File: src/rtl/bwp_pkg.sv
package bwp_pkg;
  localparam int unsigned WORD_W = 32;
  localparam int unsigned BYTE_W = 8;
  localparam int unsigned LANES  = WORD_W / BYTE_W;
  localparam int unsigned LANE_W = $clog2(LANES);
  typedef logic [BYTE_W-1:0] byte_t;
  typedef logic [WORD_W-1:0] word_t;
endpackage

File: src/rtl/bwp_fifo.sv
module bwp_fifo #(
  parameter int unsigned WIDTH = 32,
  parameter int unsigned DEPTH = 4,
  localparam int unsigned CNT_W = $clog2(DEPTH + 1)
) (
  input  logic             clk_i,
  input  logic             rst_ni,
  input  logic             push_i,
  input  logic [WIDTH-1:0] data_i,
  input  logic             pop_i,
  output logic [WIDTH-1:0] data_o,
  output logic [CNT_W-1:0] level_o
);
  localparam int unsigned PTR_W = (DEPTH > 1) ? $clog2(DEPTH) : 1;

  logic [WIDTH-1:0] mem_q [DEPTH];
  logic [PTR_W-1:0] wr_ptr_q, rd_ptr_q;
  logic [CNT_W-1:0] level_q;
  logic             full, empty, do_push, do_pop;

  assign full    = (level_q == CNT_W'(DEPTH));
  assign empty   = (level_q == '0);
  assign do_push = push_i && !full;
  assign do_pop  = pop_i && !empty;

  function automatic logic [PTR_W-1:0] ptr_next(logic [PTR_W-1:0] p);
    return (p == PTR_W'(DEPTH - 1)) ? '0 : p + PTR_W'(1);
  endfunction

  always_ff @(posedge clk_i) begin
    if (do_push) mem_q[wr_ptr_q] <= data_i;
  end

  always_ff @(posedge clk_i or negedge rst_ni) begin
    if (!rst_ni) begin
      wr_ptr_q <= '0;
      rd_ptr_q <= '0;
      level_q  <= '0;
    end else begin
      if (do_push) wr_ptr_q <= ptr_next(wr_ptr_q);
      if (do_pop)  rd_ptr_q <= ptr_next(rd_ptr_q);
      case ({do_push, do_pop})
        2'b10:   level_q <= level_q + CNT_W'(1);
        2'b01:   level_q <= level_q - CNT_W'(1);
        default: level_q <= level_q;
      endcase
    end
  end

  assign data_o  = mem_q[rd_ptr_q];
  assign level_o = level_q;

  AST_LEVEL_BOUND: assert property (@(posedge clk_i) disable iff (!rst_ni)
    level_q <= CNT_W'(DEPTH));
  AST_COUNT_UP: assert property (@(posedge clk_i) disable iff (!rst_ni)
    (push_i && !full && !pop_i) |=> (level_q == $past(level_q) + CNT_W'(1)));
  AST_COUNT_DOWN: assert property (@(posedge clk_i) disable iff (!rst_ni)
    (pop_i && !empty && !push_i) |=> (level_q == $past(level_q) - CNT_W'(1)));
endmodule

File: src/rtl/bwp_tx_unpack.sv
module bwp_tx_unpack
  import bwp_pkg::*;
#(
  parameter int unsigned LEN_W = 16
) (
  input  logic             clk_i,
  input  logic             rst_ni,
  input  logic             start_i,
  input  logic [LEN_W-1:0] len_i,
  input  word_t            word_i,
  input  logic             word_avail_i,
  output logic             pop_o,
  output byte_t            byte_o,
  output logic             valid_o,
  output logic             last_o,
  input  logic             ready_i
);
  word_t             word_q;
  logic [LANE_W-1:0] lane_q;
  logic [LEN_W-1:0]  remain_q;
  logic              have_q;

  assign pop_o = !have_q && (remain_q != '0) && word_avail_i && !start_i;

  always_ff @(posedge clk_i or negedge rst_ni) begin
    if (!rst_ni) begin
      word_q   <= '0;
      lane_q   <= '0;
      remain_q <= '0;
      have_q   <= 1'b0;
    end else if (start_i) begin
      remain_q <= len_i;
      have_q   <= 1'b0;
    end else if (pop_o) begin
      word_q <= word_i;
      lane_q <= '0;
      have_q <= 1'b1;
    end else if (have_q && ready_i) begin
      remain_q <= remain_q - LEN_W'(1);
      lane_q   <= lane_q + LANE_W'(1);
      // drop the word after its top lane or at the length bound
      if (lane_q == LANE_W'(LANES - 1) || remain_q == LEN_W'(1)) have_q <= 1'b0;
    end
  end

  assign byte_o  = word_q[{lane_q, 3'b000} +: BYTE_W];
  assign valid_o = have_q;
  assign last_o  = have_q && (remain_q == LEN_W'(1));

  AST_TX_HOLD: assert property (@(posedge clk_i) disable iff (!rst_ni)
    (valid_o && !ready_i && !start_i) |=> (valid_o && $stable(byte_o)));
  AST_TX_END: assert property (@(posedge clk_i) disable iff (!rst_ni)
    (last_o && ready_i) |=> !valid_o);
endmodule

File: src/rtl/bwp_rx_pack.sv
module bwp_rx_pack
  import bwp_pkg::*;
(
  input  logic  clk_i,
  input  logic  rst_ni,
  input  byte_t byte_i,
  input  logic  valid_i,
  input  logic  last_i,
  output logic  push_o,
  output word_t word_o,
  output logic  partial_o
);
  word_t             acc_q, merged;
  logic [LANE_W-1:0] lane_q;
  logic              top_lane;

  assign top_lane  = (lane_q == LANE_W'(LANES - 1));
  assign merged    = acc_q | (word_t'(byte_i) << {lane_q, 3'b000});
  assign push_o    = valid_i && (top_lane || last_i);
  assign word_o    = merged;
  assign partial_o = last_i && !top_lane;

  always_ff @(posedge clk_i or negedge rst_ni) begin
    if (!rst_ni) begin
      acc_q  <= '0;
      lane_q <= '0;
    end else if (valid_i) begin
      if (push_o) begin
        acc_q  <= '0;
        lane_q <= '0;
      end else begin
        acc_q  <= merged;
        lane_q <= lane_q + LANE_W'(1);
      end
    end
  end

  AST_RX_PAD_ZERO: assert property (@(posedge clk_i) disable iff (!rst_ni)
    (push_o && partial_o) |-> (word_o[WORD_W-1 -: BYTE_W] == '0));
  AST_RX_FRESH_WORD: assert property (@(posedge clk_i) disable iff (!rst_ni)
    push_o |=> (acc_q == '0));
endmodule

File: src/rtl/byte_word_packer.sv
module byte_word_packer
  import bwp_pkg::*;
#(
  parameter int unsigned DEPTH = 4,
  parameter int unsigned LEN_W = 16,
  localparam int unsigned CNT_W = $clog2(DEPTH + 1)
) (
  input  logic             clk_i,
  input  logic             rst_ni,
  input  logic             tx_wr_i,
  input  logic [31:0]      tx_wdata_i,
  input  logic [CNT_W-1:0] tx_wm_i,
  output logic             tx_wm_irq_o,
  output logic             tx_ovf_o,
  input  logic             tx_start_i,
  input  logic [LEN_W-1:0] tx_len_i,
  output logic [7:0]       tx_byte_o,
  output logic             tx_byte_valid_o,
  output logic             tx_byte_last_o,
  input  logic             tx_byte_ready_i,
  input  logic [7:0]       rx_byte_i,
  input  logic             rx_byte_valid_i,
  input  logic             rx_byte_last_i,
  input  logic             rx_rd_i,
  output logic [31:0]      rx_rdata_o,
  output logic             rx_last_o,
  output logic [CNT_W-1:0] rx_words_o,
  input  logic [CNT_W-1:0] rx_wm_i,
  output logic             rx_wm_irq_o,
  output logic             rx_udf_o
);
  word_t            tx_head;
  logic [CNT_W-1:0] tx_level, rx_level;
  logic             tx_pop, tx_full, tx_empty, rx_empty;
  logic             rx_push, rx_partial;
  word_t            rx_word;
  logic [WORD_W:0]  rx_head;
  logic             ovf_q, udf_q;

  bwp_fifo #(.WIDTH(WORD_W), .DEPTH(DEPTH)) u_tx_fifo (
    .clk_i, .rst_ni,
    .push_i(tx_wr_i), .data_i(tx_wdata_i),
    .pop_i(tx_pop), .data_o(tx_head), .level_o(tx_level)
  );

  bwp_tx_unpack #(.LEN_W(LEN_W)) u_unpack (
    .clk_i, .rst_ni,
    .start_i(tx_start_i), .len_i(tx_len_i),
    .word_i(tx_head), .word_avail_i(!tx_empty), .pop_o(tx_pop),
    .byte_o(tx_byte_o), .valid_o(tx_byte_valid_o), .last_o(tx_byte_last_o),
    .ready_i(tx_byte_ready_i)
  );

  bwp_rx_pack u_pack (
    .clk_i, .rst_ni,
    .byte_i(rx_byte_i), .valid_i(rx_byte_valid_i), .last_i(rx_byte_last_i),
    .push_o(rx_push), .word_o(rx_word), .partial_o(rx_partial)
  );

  // entry = {partial flag, word}
  bwp_fifo #(.WIDTH(WORD_W + 1), .DEPTH(DEPTH)) u_rx_fifo (
    .clk_i, .rst_ni,
    .push_i(rx_push), .data_i({rx_partial, rx_word}),
    .pop_i(rx_rd_i), .data_o(rx_head), .level_o(rx_level)
  );

  assign tx_full  = (tx_level == CNT_W'(DEPTH));
  assign tx_empty = (tx_level == '0);
  assign rx_empty = (rx_level == '0);

  always_ff @(posedge clk_i or negedge rst_ni) begin
    if (!rst_ni) begin
      ovf_q <= 1'b0;
      udf_q <= 1'b0;
    end else begin
      ovf_q <= tx_wr_i && tx_full;
      udf_q <= rx_rd_i && rx_empty;
    end
  end

  assign tx_ovf_o    = ovf_q;
  assign rx_udf_o    = udf_q;
  assign tx_wm_irq_o = (tx_wm_i != '0) && (tx_level <= tx_wm_i);
  assign rx_wm_irq_o = (rx_wm_i != '0) && (rx_level >= rx_wm_i);
  assign rx_words_o  = rx_level;
  assign rx_rdata_o  = rx_empty ? '0 : rx_head[WORD_W-1:0];
  assign rx_last_o   = !rx_empty && rx_head[WORD_W];

  AST_OVF_CAUSE: assert property (@(posedge clk_i) disable iff (!rst_ni)
    tx_ovf_o |-> $past(tx_level == CNT_W'(DEPTH)));
  AST_UDF_ZERO: assert property (@(posedge clk_i) disable iff (!rst_ni)
    rx_udf_o |-> ($past(rx_rdata_o) == '0));
endmodule

File: config.mk
export PLATFORM = sky130hd
export DESIGN_NAME = byte_word_packer
export DESIGN_NICKNAME = d
export VERILOG_FILES = /design/src/rtl/bwp_pkg.sv /design/src/rtl/bwp_fifo.sv /design/src/rtl/bwp_tx_unpack.sv /design/src/rtl/bwp_rx_pack.sv /design/src/rtl/byte_word_packer.sv
export SDC_FILE = /design/constraint.sdc
export NUM_CORES = 1
export LEC_CHECK = 0
export BUFFER_PORTS_ARGS = -buffer_cell sky130_fd_sc_hd__buf_2
export CAP_MARGIN = 15
export CORE_AREA = 4 4 180 182
export CTS_CLUSTER_SIZE = 25
export DETAILED_ROUTE_END_ITERATION = 8
export DIE_AREA = 0 0 184 186
export MAX_ROUTING_LAYER = met4
export PLACE_DENSITY = 0.7
export SETUP_SLACK_MARGIN = 0.4
export SLEW_MARGIN = 20
export SYNTH_ARGS = -nofsm -noshare
export SYNTH_HDL_FRONTEND = slang
export SYNTH_SLANG_ARGS = --single-unit
File: constraint.sdc
create_clock -name clk_i -period 6.7 [get_ports clk_i]
set_input_delay 1.34 -clock clk_i [delete_from_list [all_inputs] [get_ports clk_i]]
set_output_delay 1.34 -clock clk_i [all_outputs]
set_load 0.05 [all_outputs]
==> qor.csv <==
stage,metric,value,unit
status,status,completed,
global_route,gr-usage-all-layers,0.175,
setup_path,critPathMaxFanout,7,
clock_tree,clkLatencyLatePin,510,ps
setup_path,worstPathRequired,5360,ps
drt,dr_total_vias,7593,
timing,period_minus_slack,3880,ps
setup_path,critPathArrivalTime,2540,ps
timing,max_slew_margin,0.330,
clock_tree,h-tree-depth,2,
run,cap_violations,0,
floorplanning,initial_core_util,0.479,
logic_synthesis,async_flop_share,0.280,
clock_tree,cts_resized,0,
setup_path,path_buf_inv,1,
logic_synthesis,ys_ff_latch,361,
clock_tree,clkSinkCount,361,
logic_synthesis,syn_area_per_cell,18.1,µm²
logic_synthesis,synth_edf_count,260,
clock_tree,postCtsSetupRepairBufs,0,
drt,drt-wirelength-per-cell,20.5,µm
clock_tree,cts_root_buffer,clkbuf_16,
placed_design,place_inst,1303,
global_route,antenna_found_initial,5,
clock_tree,cts_buffers,38,
floorplanning,die-area,34200,µm²
floorplanning,die_h,186,µm
drt,vias_per_cell,5.51,
layout,fin_nets,1041,
timing,final_max_slew_viol_count,0,
clock_tree,cts.path.max_buffers,3,
layout,post-route-util,0.555,
setup_path,slowest_stage,or4_1,
floorplanning,coreArea,30600,µm²
layout,stdcell_count,1379,
drt,drt_iter0_markers,522,
logic_synthesis,synth_nets,905,
pwr,power-per-cell-area,458,nW/µm²
logic_synthesis,ys_types,45,
global_route,grt_pass1_vias,7951,
setup_path,startpoint_type,register,
setup_path,setup.worst_path.end_class,output pin,
timing,worst_clock_skew,13.7,ps
timing,finalHoldWorstSlack,505,ps
logic_synthesis,yosys_warnings,0,
drt,drc,0,
layout,filler_cell_count,2408,
timing,finalSetupTns,0,ps
drt,wl,28.2,mm
setup_path,crit_chain,or4_1 > nor4_1 > and2_1 > buf_2,
logic_synthesis,synth_cells,811,
layout,layout-drive-gt1-share,0.317,
setup_path,cp_top_family,simple AND/OR/NAND/NOR gates,
layout,synthToLayoutAreaGrowth,16.0,%
placed_design,dpl.hpwl,17.7,mm
global_route,grt_max_degree,53,
floorplanning,die_width,184,µm
logic_synthesis,synth_seq_area_share,0.705,
floorplanning,io_pins,120,
placed_design,dp_slack,2570,ps
worst_hold_path,worstHoldPathType,register to register,
logic_synthesis,syn_area,14700,µm²
global_route,grt_pass1_wl,45.3,mm
layout,multi_input_area,4080,µm²
timing,worstMarginPinSlew,1000,ps
clock_tree,tritoncts,done,
setup_path,critPathMaxStageDelay,710,ps
drt,dr.pass1.iters,5,
timing,setup_viol,0,
timing,max_freq,258,MHz
logic_synthesis,synth_ff_type,edfxtp_1,
floorplanning,std_cell_rows,64,
pwr,ir_drop,0.278,mV
timing,finalCritPeriodShare,0.579,
pwr,total_leakage_power,6.73,nW
clock_tree,ctsHoldBuffers,0,
placed_design,io_buffers,119,
timing,hold_viol,0,
placed_design,globalplace.congestion,0.844,
timing,rsz0062_at_grt,no,
drt,ant_nets,0,
clock_tree,clk_pin_slew_worst_paths,60,ps
global_route,grt_overflow,0,
setup_path,critical_path_class,register to output pin,
timing,finalWorstSetupSlack,2820,ps
layout,register_area,10300,µm²
[registers in the layout, indices dropped and copies added, names as in the netlist, 3 cells and up]
signal / cells
u_rx_fifo.mem_q: 132
u_tx_fifo.mem_q: 128
u_pack.acc_q: 32
u_unpack.word_q: 32
u_unpack.remain_q: 16
u_rx_fifo.level_o: 3
u_tx_fifo.level_o: 3
[cell usage in the layout (no fill, tap or decap), types with 9 or more instances in the layout]
| cell type | netlist | layout |
|---|---|---|
| mux2_2 | 35 | 35 |
| clkbuf_16 | 0 | 41 |
| ha_1 | 22 | 22 |
| dfrtp_1 | 101 | 98 |
| xor2_1 | 9 | 9 |
| nand2_1 | 23 | 23 |
| and2_1 | 11 | 11 |
| clkbuf_1 | 30 | 10 |
| buf_2 | 4 | 118 |
| buf_4 | 0 | 16 |
| o21ai_0 | 23 | 23 |
| xnor2_1 | 9 | 9 |
| o211a_1 | 26 | 26 |
| nor2_1 | 18 | 18 |
| nor2b_1 | 37 | 37 |
| a21o_1 | 35 | 35 |
| nand2b_1 | 9 | 9 |
| mux4_2 | 73 | 73 |
| inv_1 | 22 | 22 |
| edfxtp_1 | 260 | 260 |
[metrics by stage]
stage | power, mW | area (µm²)
finish | 7.78 | 17000
global route | 8.19 | 17000
CTS | 7.90 | 17000
detailed placement | 5.81 | 15700
global placement | 5.75 | 15700
floorplan | 5.12 | 14700
[cells by family (layout without fill, tap and decap cells)]
family	Yosys count	count (layout)	share of synthesized area
fa+ha+maj	24	24	0.0215
mux	109	109	0.140
other cells	0	6	0
buf+inv	60	226	0.0173
xor+xnor	18	18	0.0108
compound gates	104	104	0.0533
simple gates	135	135	0.0519
flops	361	361	0.705
[routing by layer]
metal | GRT usage | vias to the layer above | share of wire
met5 | - | - | 0
met4 | 0.0364 | 0 | 0.015
met3 | 0.0356 | 36 | 0.060
met2 | 0.290 | 196 | 0.51
met1 | 0.228 | 3916 | 0.42
li1 | - | 3445 | -
[cell usage after synthesis (11+ instances only)]
library cell / count / area share
o21ai_0: 23 / 0.0079
o211a_1: 26 / 0.018
nand2_1: 23 / 0.0059
clkbuf_1: 30 / 0.0077
ha_1: 22 / 0.019
nor2_1: 18 / 0.0046
nor2b_1: 37 / 0.016
mux2_2: 35 / 0.027
a21o_1: 35 / 0.018
and2_1: 11 / 0.0047
edfxtp_1: 260 / 0.53
mux4_2: 73 / 0.11
inv_1: 22 / 0.0056
dfrtp_1: 101 / 0.17
[path summary, 6_finish.rpt]
kind                       slack, ps  cells past startpoint                    end                  from
hold reg to reg                  500                      1       u_pack.acc_q[20]      u_pack.acc_q[20]
setup / recovery                2820                      4         tx_byte_last_o  u_unpack.remain_q[5]
setup reg to reg                3760                      8   u_tx_fifo.level_o[1]  u_unpack.remain_q[5]
min in group asynchronous        860                      1  u_tx_fifo.wr_ptr_q[1]                rst_ni
hold / removal                   500                      1       u_pack.acc_q[20]      u_pack.acc_q[20]
max in group asynchronous       4610                      2  u_tx_fifo.rd_ptr_q[0]                rst_ni
[layout make-up]
class / count / area share
Sequential cell: 361 / 0.609
Timing Repair Buffer: 134 / 0.0418
Antenna cell: 6 / 0.000884
Clock buffer: 58 / 0.0683
Multi-Input combinational cell: 390 / 0.240
Clock inverter: 12 / 0.00648
Tap cell: 396 / 0.0292
Inverter: 22 / 0.00486
[power breakdown]
part | internal (mW) | switching [mW]
clock network | 1.27 | 0.803
logic | 0.975 | 1.60
registers | 2.87 | 0.259
(Power assumes the default switching activity.)
